`src/rtl/hdlc_enc_pkg.sv`:
```
package hdlc_enc_pkg;

    typedef enum logic [1:0] {
        TAG_DATA     = 2'b00,
        TAG_FCS      = 2'b01,
        TAG_RAW      = 2'b10,
        TAG_RAW_INIT = 2'b11
    } tag_e;

    typedef struct packed {
        tag_e       tag;
        logic [7:0] data;
    } entry_t;

    localparam logic [7:0]  FLAG_BYTE     = 8'h7E;
    localparam logic [15:0] CRC_INIT      = 16'hFFFF;
    localparam logic [15:0] CRC_POLY_REFL = 16'h8408;
    localparam int          RUN_LIMIT     = 5;

    // One LSB-first step of the reflected CCITT CRC.
    function automatic logic [15:0] crc_step(input logic [15:0] c, input logic b);
        logic fb;
        fb = c[0] ^ b;
        return fb ? ((c >> 1) ^ CRC_POLY_REFL) : (c >> 1);
    endfunction

    function automatic logic is_stuffed(input tag_e t);
        return (t == TAG_DATA) || (t == TAG_FCS);
    endfunction

endpackage

```
`src/rtl/hdlc_reg_decode.sv`:
```
module hdlc_reg_decode
    import hdlc_enc_pkg::*;
#(
    parameter int ADDR_W = 4
) (
    input  logic              wr_en,
    input  logic [ADDR_W-1:0] wr_addr,
    input  logic [7:0]        wr_data,
    output logic              push,
    output entry_t            entry
);
    // Queue window: every address whose bits above bit 1 are zero.
    logic in_window;

    always_comb begin
        in_window  = (wr_addr[ADDR_W-1:2] == '0);
        push       = wr_en && in_window;
        entry.tag  = tag_e'(wr_addr[1:0]);
        entry.data = wr_data;
    end

endmodule

```
`src/rtl/hdlc_tx_fifo.sv`:
```
module hdlc_tx_fifo
    import hdlc_enc_pkg::*;
#(
    parameter  int DEPTH = 32,
    localparam int PTR_W = (DEPTH > 1) ? $clog2(DEPTH) : 1,
    localparam int LVL_W = $clog2(DEPTH + 1)
) (
    input  logic             clk,
    input  logic             rst,
    input  logic             push,
    input  entry_t           din,
    input  logic             pop,
    output entry_t           dout,
    output logic             empty,
    output logic             full,
    output logic [LVL_W-1:0] level
);
    entry_t           mem [DEPTH];
    logic [PTR_W-1:0] wp, rp;
    logic             do_push, do_pop;

    function automatic logic [PTR_W-1:0] bump(input logic [PTR_W-1:0] p);
        return (p == PTR_W'(DEPTH - 1)) ? '0 : p + 1'b1;
    endfunction

    always_comb begin
        empty   = (level == '0);
        full    = (level == LVL_W'(DEPTH));
        do_push = push && !full;
        do_pop  = pop && !empty;
        dout    = mem[rp];
    end

    always_ff @(posedge clk) begin
        if (do_push) mem[wp] <= din;
    end

    always_ff @(posedge clk) begin
        if (rst) begin
            wp    <= '0;
            rp    <= '0;
            level <= '0;
        end else begin
            if (do_push) wp <= bump(wp);
            if (do_pop)  rp <= bump(rp);
            if (do_push && !do_pop)      level <= level + 1'b1;
            else if (do_pop && !do_push) level <= level - 1'b1;
        end
    end

endmodule

```
`src/rtl/hdlc_bit_serializer.sv`:
```
module hdlc_bit_serializer
    import hdlc_enc_pkg::*;
(
    input  logic   clk,
    input  logic   rst,
    input  logic   bit_en,
    input  entry_t head,
    input  logic   head_valid,
    output logic   pop,
    output logic   tx_bit,
    output logic   tx_valid
);
    logic        loaded;
    tag_e        cur_tag;
    logic [7:0]  shreg;
    logic [2:0]  idx;
    logic [2:0]  ones;
    logic [15:0] crc;
    logic        fcs_hi;

    logic        stuff_now, emit_data, fetch;
    logic [15:0] crc_nx;
    entry_t      nxt;
    logic [7:0]  load_byte;

    always_comb begin
        stuff_now = bit_en && loaded && (ones == 3'(RUN_LIMIT));
        emit_data = bit_en && loaded && !stuff_now;
        fetch     = !loaded || (emit_data && idx == 3'd7);
        pop       = fetch && head_valid;
        nxt       = head_valid ? head : '{tag: TAG_RAW, data: FLAG_BYTE};
        crc_nx    = (emit_data && cur_tag == TAG_DATA) ? crc_step(crc, shreg[0]) : crc;
        if (nxt.tag == TAG_FCS) load_byte = fcs_hi ? ~crc_nx[15:8] : ~crc_nx[7:0];
        else                    load_byte = nxt.data;
    end

    always_ff @(posedge clk) begin
        if (rst) begin
            loaded   <= 1'b0;
            cur_tag  <= TAG_RAW;
            shreg    <= '0;
            idx      <= '0;
            ones     <= '0;
            crc      <= CRC_INIT;
            fcs_hi   <= 1'b0;
            tx_bit   <= 1'b0;
            tx_valid <= 1'b0;
        end else begin
            tx_valid <= stuff_now || emit_data;
            crc      <= crc_nx;
            if (stuff_now) begin
                tx_bit <= 1'b0;
                ones   <= '0;
            end
            if (emit_data) begin
                tx_bit <= shreg[0];
                shreg  <= {1'b0, shreg[7:1]};
                idx    <= idx + 1'b1;
                if (is_stuffed(cur_tag) && shreg[0]) ones <= ones + 1'b1;
                else                                 ones <= '0;
            end
            if (fetch) begin
                loaded  <= 1'b1;
                idx     <= '0;
                cur_tag <= nxt.tag;
                shreg   <= load_byte;
                fcs_hi  <= (nxt.tag == TAG_FCS) ? !fcs_hi : 1'b0;
                if (nxt.tag == TAG_RAW_INIT) crc <= CRC_INIT;
            end
        end
    end

endmodule

```
`src/rtl/hdlc_tagged_encoder.sv`:
```
module hdlc_tagged_encoder
    import hdlc_enc_pkg::*;
#(
    parameter  int DEPTH  = 32,
    parameter  int ADDR_W = 4,
    localparam int LVL_W  = $clog2(DEPTH + 1)
) (
    input  logic              clk,
    input  logic              rst,
    input  logic              wr_en,
    input  logic [ADDR_W-1:0] wr_addr,
    input  logic [7:0]        wr_data,
    input  logic              bit_en,
    output logic              tx_bit,
    output logic              tx_valid,
    output logic              fifo_empty,
    output logic              fifo_full,
    output logic [LVL_W-1:0]  fifo_level
);
    entry_t wr_entry, head;
    logic   fifo_push, fifo_pop, head_valid;

    assign head_valid = !fifo_empty;

    hdlc_reg_decode #(.ADDR_W(ADDR_W)) u_dec (
        .wr_en   (wr_en),
        .wr_addr (wr_addr),
        .wr_data (wr_data),
        .push    (fifo_push),
        .entry   (wr_entry)
    );

    hdlc_tx_fifo #(.DEPTH(DEPTH)) u_fifo (
        .clk   (clk),
        .rst   (rst),
        .push  (fifo_push),
        .din   (wr_entry),
        .pop   (fifo_pop),
        .dout  (head),
        .empty (fifo_empty),
        .full  (fifo_full),
        .level (fifo_level)
    );

    hdlc_bit_serializer u_ser (
        .clk        (clk),
        .rst        (rst),
        .bit_en     (bit_en),
        .head       (head),
        .head_valid (head_valid),
        .pop        (fifo_pop),
        .tx_bit     (tx_bit),
        .tx_valid   (tx_valid)
    );

endmodule

```
`config.mk`:
```
export PLATFORM = sky130hd
export DESIGN_NAME = hdlc_tagged_encoder
export DESIGN_NICKNAME = d
export VERILOG_FILES = /design/src/rtl/hdlc_enc_pkg.sv /design/src/rtl/hdlc_reg_decode.sv /design/src/rtl/hdlc_tx_fifo.sv /design/src/rtl/hdlc_bit_serializer.sv /design/src/rtl/hdlc_tagged_encoder.sv
export SDC_FILE = /design/constraint.sdc
export NUM_CORES = 1
export LEC_CHECK = 0
export ABC_AREA = 1
export BUFFER_PORTS_ARGS = -buffer_cell sky130_fd_sc_hd__buf_2
export CAP_MARGIN = 10
export CORE_UTILIZATION = 55
export CTS_CLUSTER_DIAMETER = 80
export DETAILED_ROUTE_END_ITERATION = 10
export GPL_ROUTABILITY_DRIVEN = 1
export HOLD_SLACK_MARGIN = 0.08
export PLACE_DENSITY_LB_ADDON = 0.15
export SYNTH_ARGS = -nofsm -noshare
export SYNTH_HDL_FRONTEND = slang
export SYNTH_SLANG_ARGS = --single-unit
```
`constraint.sdc`:
```
create_clock -name clk -period 3.5 [get_ports clk]
set_input_delay 0.175 -clock clk [delete_from_list [all_inputs] [get_ports clk]]
set_output_delay 0.175 -clock clk [all_outputs]
set_load 0.1 [all_outputs]
```
==> results of run 1 <==
==> Yosys cell counts, types with 2 or more instances <==
cell / number / area share
mux2i_1: 6 / 0.0038
o22ai_1: 23 / 0.0092
a21oi_1: 28 / 0.0089
buf_2: 25 / 0.0080
nand2_1: 236 / 0.056
nand3_1: 107 / 0.034
a21oi_2: 2 / 0.0011
o211ai_1: 25 / 0.012
a21o_1: 2 / 0.00096
nand4_1: 4 / 0.0016
o21ai_0: 159 / 0.051
nor2_4: 2 / 0.0014
nand2_2: 2 / 0.00080
clkbuf_1: 21 / 0.0050
o21ai_1: 11 / 0.0035
edfxtp_1: 320 / 0.61
inv_1: 68 / 0.016
buf_4: 12 / 0.0057
nor3_1: 9 / 0.0029
nor2_1: 219 / 0.052
a31oi_1: 4 / 0.0016
buf_1: 2 / 0.00048
o221ai_1: 6 / 0.0033
buf_6: 13 / 0.0093
dfxtp_1: 57 / 0.073
inv_2: 4 / 0.00096
ha_1: 16 / 0.013
nand3_2: 2 / 0.0013
xnor2_1: 2 / 0.0011
xor2_1: 7 / 0.0039
==> sequential cells by signal, indices dropped and copies added, names as in the netlist, named ones only <==
register        flops
u_fifo.level        6
u_fifo.mem        320
u_fifo.rp           5
u_fifo.wp           5
u_ser.crc          16
u_ser.cur_tag       2
u_ser.fcs_hi        1
u_ser.idx           3
u_ser.loaded        1
u_ser.ones          3
u_ser.shreg         8
u_ser.tx_bit        1
u_ser.tx_valid      1
==> worst min-delay path by stage <==
stage / from / end / slack [ps] / cells past startpoint
floorplan: wr_data[0] / u_fifo.mem[0][0]$_DFFE_PP_ / 270 / 0
global placement: u_ser.tx_bit$_SDFFE_PP0P_ / u_ser.tx_bit$_SDFFE_PP0P_ / 450 / 2
detailed placement: u_ser.tx_bit$_SDFFE_PP0P_ / u_ser.tx_bit$_SDFFE_PP0P_ / 460 / 2
CTS: wr_data[6] / u_fifo.mem[9][6]$_DFFE_PP_ / 180 / 1
global route: wr_data[6] / u_fifo.mem[10][6]$_DFFE_PP_ / 220 / 1
finish: wr_data[6] / u_fifo.mem[11][6]$_DFFE_PP_ / 190 / 1
==> power groups by stage <==
stage / Combinational [mW] / Clock [mW] / Sequential, mW
after global routing: 3.47 / 3.99 / 5.20
final: 3.15 / 3.77 / 5.18
after CTS: 3.15 / 3.84 / 5.18
after detailed placement: 3.12 / 0 / 5.27
after floorplan: 2.18 / 0 / 5.43
after global placement: 3.10 / 0 / 5.26
==> through the flow <==
step	cells	area [um^2]
2_1_floorplan	1405	15800
3_3_place_gp	1779	16300
3_5_place_dp	1779	16300
4_1_cts	1854	17500
5_1_grt	1854	17500
6_report	1854	17500
==> layer usage <==
metal  vias up  GRT usage  routed length (um)
li1       5004          -                   -
met1      4991      0.338               15400
met2       316      0.410               17100
met3        75     0.0414                2320
met4         0     0.0885                1010
met5         -          0                   0
==> cells by family (layout without fill, tap and decap cells) <==
kind of cell	Yosys count	after routing	synth area share
AND/OR/NAND/NOR	587	587	0.154
flip-flops	377	377	0.684
multiplexers	6	6	0.00382
AO/OA/AOI/OAI	261	261	0.0917
adder cells (fa/ha/maj)	17	17	0.0140
XOR/XNOR	9	9	0.00502
buffers and inverters	148	219	0.0474
==> placed cells by master (no fill, tap or decap), types with 2 or more instances in the layout <==
| cell | instances |
|---|---|
| inv_1 | 64 |
| edfxtp_1 | 320 |
| nor3_1 | 9 |
| o21ai_0 | 159 |
| nor2_4 | 2 |
| clkbuf_1 | 10 |
| nand2_1 | 236 |
| dfxtp_1 | 48 |
| o211ai_1 | 25 |
| dlygate4sd3_1 | 5 |
| buf_2 | 25 |
| o21ai_1 | 11 |
| dfxtp_4 | 6 |
| buf_12 | 4 |
| clkinv_2 | 9 |
| nand4_1 | 4 |
| nor2_1 | 219 |
| clkinv_1 | 9 |
| nand3_1 | 107 |
| inv_6 | 2 |
| dfxtp_2 | 3 |
| xnor2_1 | 2 |
| ha_4 | 2 |
| a21oi_1 | 27 |
| o221ai_1 | 6 |
| mux2i_1 | 6 |
| a31oi_1 | 4 |
| inv_4 | 2 |
| ha_1 | 14 |
| a21oi_2 | 3 |
| buf_4 | 41 |
| nand3_2 | 2 |
| clkbuf_16 | 41 |
| inv_2 | 6 |
| a21o_1 | 2 |
| o22ai_1 | 23 |
| xor2_1 | 7 |
==> cell type report <==
cell class	count	area [um^2]	share of cell area
inverters	74	288	0.0164
multi-input cells	880	4270	0.244
clock inverters	19	91.3	0.00521
clock buffers	51	1060	0.0607
flip-flops and latches	377	10800	0.615
well taps	378	473	0.0270
repair buffers	75	563	0.0321
==> impl_results.md, run 1 <==
* Outcome: finished, final reports clean
* Slew Limit Fails at 0
* Max Clock Freq at 336 MHz
* Syn Nets at 1438
* Post-place setup slack at 549 ps
* Via count at 10400
* Levels on crit path at 17
* Worst hold margin at 192 ps
* Starting density of the core at 0.562
* Resize count post-CTS at 0
* Largest delay share family, worst path: compound AO/OA/AOI/OAI gates
* Share of power burned in registers at 0.428
* CP endpoint kind: flop
* Fillers at 2216
* Int Pwr at 8.05 mW
* Number of port buffers at 25
* Minimum clock period at 2970 ps
* Reg-to-reg slack, setup at 530 ps
* Initial antenna violation count at 1
* Fin. Hold Viols at 0
* Clock Pin Slew Worst Setup and Hold Paths at 60 ps
* Gr ovfl total at 0
* Reg-to-reg endpoint: u_fifo.level[5]$_SDFFE_PP0P_
* Total GRT Usage at 0.250
* Hold-fix buffers, CTS at 5
* GP Congestion at 0.922
* Crit Path Class: flop to flop
* Largest net degree at the start of global routing at 113
* Type of the most critical hold path: primary input to flop
* Min setup slack post-route at 527 ps
* Peak supply drop at 0.453 mV
* First-pass GRT wire length at 54.4 mm
* CTS tree: done
* Core area at 0.0279 mm^2
* Avg Vias per Cell at 5.60
* Top FF cell, synth: edfxtp_1
* Pwr Total at 12.1 mW
* Pwr Density at 691 mW/mm^2
* Startpoint types: flop
* Slew HR at 0.426
* Final period util at 0.849
* Crit path cell chain: nor4_4 > nand3_2 > inv_1 > nor2_4 > inv_1 > ha_4 > inv_4 > ha_4 > a21oi_1 > nand2_1 > a21oi_1 > inv_1 > a21oi_2 > o21ai_0 > a21o_1 > o21ai_0 > a21oi_1
* Clock network fraction of total power at 0.311
* Setup bufs post-CTS at 0
* Vias in the first global route at 9683
* Combinational share of power at 0.261
* H-tree depth at 2
* Bufs and invs on worst path at 4
* Static leakage at 6.30 nW
* Post-Route Utilization at 0.627
* Sink Count at 377
* Final net count at 1480
* Worst R2R Path Depth at 17
* Synth cell types at 41
* DRT Wirelength at 35.8 mm
* Critical Path End: u_fifo.level[5]$_SDFFE_PP0P_
* Chip Height at 171 um
* Die X at 171 um
* Drt first-iter violations at 961
* Gate Count Post-Synth at 1405
* Syn Area/Cell at 11.2 um^2
* Diode count at 0
* Final setup fails at 0
* Asr flop ratio synth at 0
* Cell Area, Synth at 0.0157 mm^2
* Post-synth EDFFs at 320
* Worst Skew at 19.3 ps
* Critical path's slowest cell: dfxtp_4
* Crit path max fanout at 10
* DP HPWL at 21.2 mm
* Worst path max stage delay at 360 ps
* Yosys Warn Count at 0
* RSZ-0062 raised after global routing: false
* Total CTS buffers at 39
* CP Launch Point: u_fifo.level[3]$_SDFFE_PP0P_
* Sequential element share of the synthesized area at 0.684
* Worst-Margin Slew at 858 ps
* Die ar. at 0.0292 mm^2
* CTS root buffer: clkbuf_16
* Drt drc at 0
* Detailed-route wire length per cell at 19.3 um
* Drt pass-1 iters at 5
* Share of cells above drive strength 1 at 0.105
* Data required time of the worst path at 3910 ps
* # IOs at 26
* # rows at 61
* NetSw at 4.05 mW
* Max Cap Viol at 0
* Setup TNS at 0 ps
* P&R area growth vs syn at 11.5%
* Worst Path Arrival at 3380 ps
* Routed Antenna Nets at 0
* Skew-Pair Late Insertion Delay at 530 ps
* Longest Clk Path Bufs at 3
* Switching share of power at 0.334
* Yosys reg bits at 377
* Critical R2R Launch: u_fifo.level[3]$_SDFFE_PP0P_
(Power assumes the default switching activity.)
==> run 2, diff against run 1 <==
==> constraint.sdc (replaced) <==
create_clock -name clk -period 2.6 [get_ports clk]
set_input_delay 0.13 -clock clk [delete_from_list [all_inputs] [get_ports clk]]
set_output_delay 0.13 -clock clk [all_outputs]
set_load 0.1 [all_outputs]
==> run 2 against run 1 <==
Net effect:
- fmax is 17% higher
- sequential power is 33% higher
- critical path depth is 1 higher
- final cell count is 0.54% higher
- final area is 1.9% higher
- utilization is 1.2 points higher
- register-to-register slack worse by 480 ps
- power is 43% higher
- global-route usage is 0.97 points higher
- setup slack worse by 480 ps
- sequential cell count stayed put
- clock-buffer cell count is 5 lower
- critical path type unchanged
- highest routed layer unchanged
==> impl_results.md, run 2 (synthesized netlist as in run 1, its figures left out) <==
* Outcome: finished, final reports clean
* CTS root buffer: clkbuf_16
* CP endpoint kind: flop
* First-pass GRT wire length at 57.2 mm (+5.3%)
* Int Pwr at 11.7 mW (+45%)
* RSZ-0062 raised after global routing: true
* Avg Vias per Cell at 5.70 (+1.8%)
* Crit path max fanout at 4 (-6)
* Worst Hold Launch: wr_addr[3]
* CP dominant cell by count: a21oi_2
* NetSw at 5.62 mW (+39%)
* Worst path max stage delay at 350 ps (about the same)
* Number of port buffers at 25 (unchanged)
* GRT busiest layer: met2
* DP HPWL at 22.0 mm (+3.7%)
* GP Congestion at 0.875 (-5.1%)
* Max Clock Freq at 392 MHz (+17%)
* Critical R2R Launch: u_fifo.level[3]$_SDFFE_PP0P_
* Static leakage at 6.42 nW (+1.9%)
* Routed Antenna Nets at 0 (unchanged)
* Share of cells above drive strength 1 at 0.130 (+0.0249)
* Switching share of power at 0.324 (-0.0100)
* Pwr Density at 971 mW/mm^2 (+41%)
* Total GRT Usage at 0.260 (+0.00966)
* Pwr Total at 17.3 mW (+43%)
* Drt pass-1 iters at 5 (unchanged)
* Sink Count at 377 (unchanged)
* Commonest non-fill, non-tap cells in the layout: edfxtp_1, nand2_1, nor2_1, o21ai_0, nand3_1
* Clock Pin Slew Worst Setup and Hold Paths at 60 ps (about the same)
* Worst hold margin at 105 ps (-87.3 ps)
* Slew Limit Fails at 0 (unchanged)
* GR Layer Usage met3 at 0.0317 (-0.00972)
* Die X at 171 um (unchanged)
* Peak supply drop at 0.668 mV (+48%)
* Worst Path Arrival at 2950 ps (-430 ps)
* Initial antenna violation count at 0 (-1)
* CP Launch Point: u_fifo.level[3]$_SDFFE_PP0P_
* Chip Height at 171 um (unchanged)
* Drt first-iter violations at 1005 (+4.6%)
* P&R area growth vs syn at 13.6%
* Die ar. at 0.0292 mm^2 (unchanged)
* Largest register FFs at 320 (unchanged)
* Reg-to-reg endpoint: u_fifo.level[5]$_SDFFE_PP0P_
* Via count at 10600 (+2.4%)
* H-tree depth at 2 (unchanged)
* Met2 Usage GRT at 0.407 (-0.00283)
* Diode count at 0 (unchanged)
* # IOs at 26 (unchanged)
* Worst R2R Path Depth at 18 (+1)
* Share of power burned in registers at 0.398 (-0.030)
* Final period util at 0.981 (+0.132)
* Starting density of the core at 0.562 (unchanged)
* Slew HR at 0.227 (-0.198)
* # rows at 61 (unchanged)
* Skew-Pair Late Insertion Delay at 520 ps (about the same)
* DRT Wirelength at 36.8 mm (+2.8%)
* Total CTS buffers at 39 (unchanged)
* Type of the most critical hold path: primary input to flop
* Data required time of the worst path at 2990 ps (-920 ps)
* Worst-Margin Slew at 1150 ps (+297 ps)
* Largest registers: u_fifo.mem x320, u_ser.crc x16, u_ser.shreg x8
* Gr ovfl total at 0 (unchanged)
* Clock network fraction of total power at 0.330 (+0.019)
* Worst Skew at 10.6 ps (-8.61 ps)
* Final setup fails at 0 (unchanged)
* Vias in the first global route at 10100 (+3.8%)
* Reg-to-reg slack, setup at 50 ps (-480 ps)
* Minimum clock period at 2550 ps (-422 ps)
* Core area at 0.0279 mm^2 (unchanged)
* Detailed-route wire length per cell at 19.8 um (+2.2%)
* Final net count at 1491 (+0.74%)
* Met1 global-route usage at 0.380 (+0.0415)
* Critical path's slowest cell: dfxtp_4
* Combinational share of power at 0.272 (+0.011)
* CTS tree: done
* Crit Path Class: flop to flop
* Crit path cell chain: nor4_4 > inv_2 > nor3_4 > inv_2 > nand2_4 > inv_4 > ha_4 > inv_4 > ha_4 > a21oi_2 > nand2_1 > a21oi_2 > inv_1 > a21oi_2 > o21ai_1 > a21o_1 > o21ai_1 > a21oi_1
* Max Cap Viol at 0 (unchanged)
* Largest net degree at the start of global routing at 76 (-33%)
* Commonest non-fill, non-tap cell in the layout: edfxtp_1
* Fillers at 2235 (+0.86%)
* Longest Clk Path Bufs at 3 (unchanged)
* Largest Register: u_fifo.mem
* Startpoint types: flop
* Fin. Hold Viols at 0 (unchanged)
* Critical Path End: u_fifo.level[5]$_SDFFE_PP0P_
* Drt drc at 0 (unchanged)
run 2: critical path, delay by kind of cell, from the launching register on:
kind                     cells  cell delay (ps)
buffers and inverters        5              300
AO/OA/AOI/OAI                7              780
AND/OR/NAND/NOR              4              640
flip-flops                   1              350
adder cells (fa/ha/maj)      2              360
run 2: repair_timing:
item,CTS,global route
hold endpoints to repair,10,0
setup buffers,1,1
gates resized for setup,2,5
pin swaps,1,1
hold buffers,3,0
setup endpoints to repair,1,16
run 2: area by class of cell:
cell class / count / area [um^2] / area share
timing repair buffer: 86 / 677 / 0.0379
clock buffer: 46 / 1040 / 0.0585
multi-input combinational: 880 / 4330 / 0.242
inverter: 74 / 292 / 0.0163
tap: 378 / 473 / 0.0265
clock inverter: 23 / 258 / 0.0144
sequential: 377 / 10800 / 0.604
run 2: worst min path at each step:
stage | cells after the start | slack, ps | endpoint
finish | 5 | 100 | u_fifo.wp[4]$_SDFFE_PP0P_
global route | 5 | 110 | u_fifo.wp[4]$_SDFFE_PP0P_
CTS | 5 | 100 | u_fifo.wp[1]$_SDFFE_PP0P_
detailed placement | 2 | 460 | u_ser.shreg[7]$_SDFFE_PP0P_
global placement | 2 | 450 | u_ser.tx_bit$_SDFFE_PP0P_
floorplan | 0 | 230 | u_fifo.mem[0][0]$_DFFE_PP_
run 2: metal layers:
| metal | part of all wire | vias up |
|---|---|---|
| met4 | 0.026 | 0 |
| met2 | 0.47 | 344 |
| li1 | - | 5027 |
| met3 | 0.055 | 66 |
| met1 | 0.45 | 5195 |
| met5 | 0 | - |
run 2: metrics by stage:
step | worst slack, ps | instances | utilization | area [um^2] | setup TNS, ps
2_1_floorplan | -844 | 1405 | - | 15800 | -26450
3_3_place_gp | 33.0 | 1791 | 0.590 | 16500 | 0
3_5_place_dp | -40.2 | 1791 | 0.590 | 16500 | -40.2
4_1_cts | 6.57 | 1863 | 0.638 | 17800 | 0
5_1_grt | -140 | 1864 | 0.639 | 17900 | -140
6_report | 49.7 | 1864 | 0.639 | 17900 | 0
run 2: power groups by stage:
stage | Sequential (mW) | Combinational (mW) | Clock [mW]
CTS | 6.89 | 4.67 | 5.78
finish | 6.90 | 4.71 | 5.72
global placement | 7.01 | 4.56 | 0
detailed placement | 7.02 | 4.63 | 0
floorplan | 7.31 | 2.97 | 0
global route | 6.92 | 5.18 | 6.00
==> run 3, diff against run 2 <==
--- a/config.mk
+++ b/config.mk
@@ -5,7 +5,6 @@
 export SDC_FILE = /design/constraint.sdc
 export NUM_CORES = 1
 export LEC_CHECK = 0
-export ABC_AREA = 1
 export BUFFER_PORTS_ARGS = -buffer_cell sky130_fd_sc_hd__buf_2
 export CAP_MARGIN = 10
 export CORE_UTILIZATION = 55
==> run 3 against run 2 <==
Net effect:
- the run now ends with setup timing left
- register-to-register slack got worse by 430 ps
- setup slack lost 430 ps
- global-route usage is 3.3 points lower
- routed wire length down 15%
- sequential cell count unchanged
- clock skew up 11 ps
- largest power group unchanged
- fmax is 14% lower
- non-clock buffer count grew 33
- critical endpoint unchanged
- sequential share of layout area increased by 0.12 points
- utilization is 2.2 points higher
==> impl_results.md, run 3 <==
* Type of the most critical hold path: primary input to flop
* Post-synth EDFFs at 320 (unchanged)
* Worst Path Arrival at 3420 ps (+470 ps)
* Final net count at 984 (-34%)
* Total GRT Usage at 0.227 (-0.0328)
* Gate Count Post-Synth at 835 (-41%)
* Avg Vias per Cell at 6.05 (+6.0%)
* Longest Clk Path Bufs at 3 (unchanged)
* Yosys Warn Count at 0 (unchanged)
* Failing checks: setup timing
* Worst Skew at 21.9 ps (+11.2 ps)
* Core area at 0.0270 mm^2 (-3.5%)
* Synth cell types at 52 (+27%)
* Chip Height at 168 um (-1.8%)
* Final period util at 1.15 (+0.164)
* DRT Wirelength at 31.1 mm (-15%)
* Initial antenna violation count at 0 (unchanged)
* Sequential element share of the synthesized area at 0.710 (+0.0258)
* Syn Nets at 868 (-40%)
* Combinational share of power at 0.251 (-0.021)
* Final setup fails at 4 (+4)
* Post-synth top cells: edfxtp_1, mux4_2, nor2_1
* Total CTS buffers at 39 (unchanged)
* Pwr Total at 16.2 mW (-6.3%)
* Detailed-route wire length per cell at 23.5 um (+19%)
* H-tree depth at 2 (unchanged)
* Synth top area share at 0.635 (+0.0230)
* Die ar. at 0.0282 mm^2 (-3.6%)
* Crit path cell chain: or4_4 > nor3b_4 > or4b_4 > clkinv_8 > ha_4 > inv_6 > ha_4 > a21o_1 > a21oi_2 > o21bai_1 > a21oi_1 > xnor2_1 > or3_1 > a21oi_2
* Cell Area, Synth at 0.0151 mm^2 (-3.6%)
* Slew HR at 0.514 (+0.286)
* Vias in the first global route at 7999 (-20%)
* First-pass GRT wire length at 47.3 mm (-17%)
* Routed Antenna Nets at 0 (unchanged)
* Diode count at 0 (unchanged)
* Worst-Margin Slew at 728 ps (-427 ps)
* Largest Register: u_fifo.mem
* Largest register FFs at 320 (unchanged)
* Min setup slack post-route at -378 ps (-427 ps)
* Commonest non-fill, non-tap cell in the layout: edfxtp_1
* Share of power burned in registers at 0.420 (+0.022)
* Skew-Pair Late Insertion Delay at 530 ps (about the same)
* Static leakage at 5.92 nW (-7.7%)
* CTS root buffer: clkbuf_16
* Largest registers: u_fifo.mem x320, u_ser.crc x16, u_ser.shreg x8
* Synth area leaders: edfxtp_1, mux4_2, dfxtp_1
* Peak supply drop at 0.614 mV (-8.2%)
* # rows at 60 (-1.6%)
* Commonest non-fill, non-tap cells in the layout: edfxtp_1, buf_4, mux4_2, dfxtp_1, nand2_1
* Startpoint types: flop
* Gr ovfl total at 0 (unchanged)
* Number of port buffers at 25 (unchanged)
* Die X at 168 um (-1.8%)
* Drt drc at 0 (unchanged)
* Data required time of the worst path at 3040 ps (+50 ps)
* Fin. Hold Viols at 0 (unchanged)
* Crit path max fanout at 5 (+1)
* Top FF cell, synth: edfxtp_1
* Switching share of power at 0.276 (-0.0483)
* P&R area growth vs syn at 17.6%
* CTS tree: done
* Asr flop ratio synth at 0 (unchanged)
* Clock Pin Slew Worst Setup and Hold Paths at 60 ps (about the same)
* Sink Count at 377 (unchanged)
* CP endpoint kind: flop
* Max Clock Freq at 336 MHz (-14%)
* # IOs at 26 (unchanged)
* Outcome: complete, but fails checks
* Largest net degree at the start of global routing at 36 (-53%)
* DP HPWL at 19.9 mm (-9.8%)
* Yosys reg bits at 377 (unchanged)
* Worst path max stage delay at 550 ps (+200 ps)
* Max Cap Viol at 0 (unchanged)
* Post-Route Utilization at 0.661 (+0.0216)
* Synth area leader: edfxtp_1
* Drt pass-1 iters at 6 (+1)
* Clock network fraction of total power at 0.329 (about the same)
* Drt first-iter violations at 660 (-34%)
* Crit Path Class: flop to flop
* RSZ-0062 raised after global routing: true
* Fillers at 1776 (-21%)
* Minimum clock period at 2980 ps (+427 ps)
* Starting density of the core at 0.562 (-0.000645)
* Critical path's slowest cell: or4_4
* Via count at 7996 (-25%)
* NetSw at 4.48 mW (-20%)
* Pwr Density at 912 mW/mm^2 (-6.1%)
* Count leader, synth: edfxtp_1
* GP Congestion at 0.873 (-0.27%)
* Slew Limit Fails at 0 (unchanged)
* Syn Area/Cell at 18.1 um^2 (+62%)
* Int Pwr at 11.8 mW (+0.41%)
* Share of cells above drive strength 1 at 0.313 (+0.183)
run 3: final timing paths:
kind	startpoint	slack, ps	endpoint	depth (start not counted)
setup / recovery	u_fifo.level[4]$_SDFFE_PP0P_	-380	u_fifo.level[5]$_SDFFE_PP0P_	14
hold / removal	wr_addr[1]	120	u_fifo.mem[14][9]$_DFFE_PP_	1
setup reg to reg	u_fifo.level[4]$_SDFFE_PP0P_	-380	u_fifo.level[5]$_SDFFE_PP0P_	14
hold reg to reg	u_ser.cur_tag[0]$_SDFFE_PP0N_	470	u_ser.cur_tag[0]$_SDFFE_PP0N_	2
run 3: through the flow:
step / instance area (um^2) / setup slack, ps / setup TNS, ps / hold WS [ps] / instances
finish: 17800 / -378 / -751 / 122 / 1322
global route: 17800 / -459 / -1420 / 131 / 1322
CTS: 17500 / -350 / -668 / 111 / 1302
detailed placement: 16200 / -387 / -1580 / 446 / 1226
global placement: 16200 / -269 / -1220 / 441 / 1226
floorplan: 15300 / -1310 / -161180 / 229 / 835
run 3: per-layer routing:
| layer | share of wire | wire length (um) | vias to the layer above | global-route usage |
|---|---|---|---|---|
| met2 | 0.48 | 15000 | 245 | 0.367 |
| met5 | 0 | 0 | - | 0 |
| li1 | - | - | 3586 | - |
| met4 | 0.019 | 598 | 0 | 0.0558 |
| met3 | 0.053 | 1650 | 47 | 0.0331 |
| met1 | 0.45 | 13900 | 4118 | 0.330 |
run 3: final cells by class:
class / instances / area (um^2) / share of cell area
sequential: 377 / 10800 / 0.605
multi-input combinational: 405 / 4280 / 0.240
timing repair buffer: 119 / 1040 / 0.0584
clock buffer: 48 / 1030 / 0.0579
tap: 341 / 427 / 0.0240
clock inverter: 23 / 203 / 0.0114
inverter: 9 / 51.3 / 0.00288
run 3: cell families after synthesis:
kind of cell,share of synthesized area
AOI/OAI and AO/OA,0.0365
xor gates and xnor gates,0.00521
adders and majority gates,0.0145
buffers and inverters,0.0221
DFF,0.710
muxes,0.160
and+or+nand+nor,0.0518
run 3: power groups by stage:
stage,clock network [mW],logic (mW),registers [mW]
after floorplan,0,2.32,7.23
after global placement,0,3.56,6.93
after detailed placement,0,3.64,6.94
after CTS,5.44,3.78,6.82
after global routing,5.67,4.31,6.83
final,5.34,4.07,6.82
run 3: critical path: cells and delay by family, from the launching register on:
kind	cells	cell delay, ps
simple gates	4	1290
xor+xnor	1	110
flops	1	320
buf+inv	2	120
fa+ha+maj	2	360
compound gates	5	720
run 3: repair_timing:
item                       CTS  global route
buffers inserted             4            20
resized for setup           18            23
hold endpoints to repair     8             0
hold buffers                 2             0
gates cloned                 0             0
pin swaps                    9             9
setup endpoints to repair   30            68
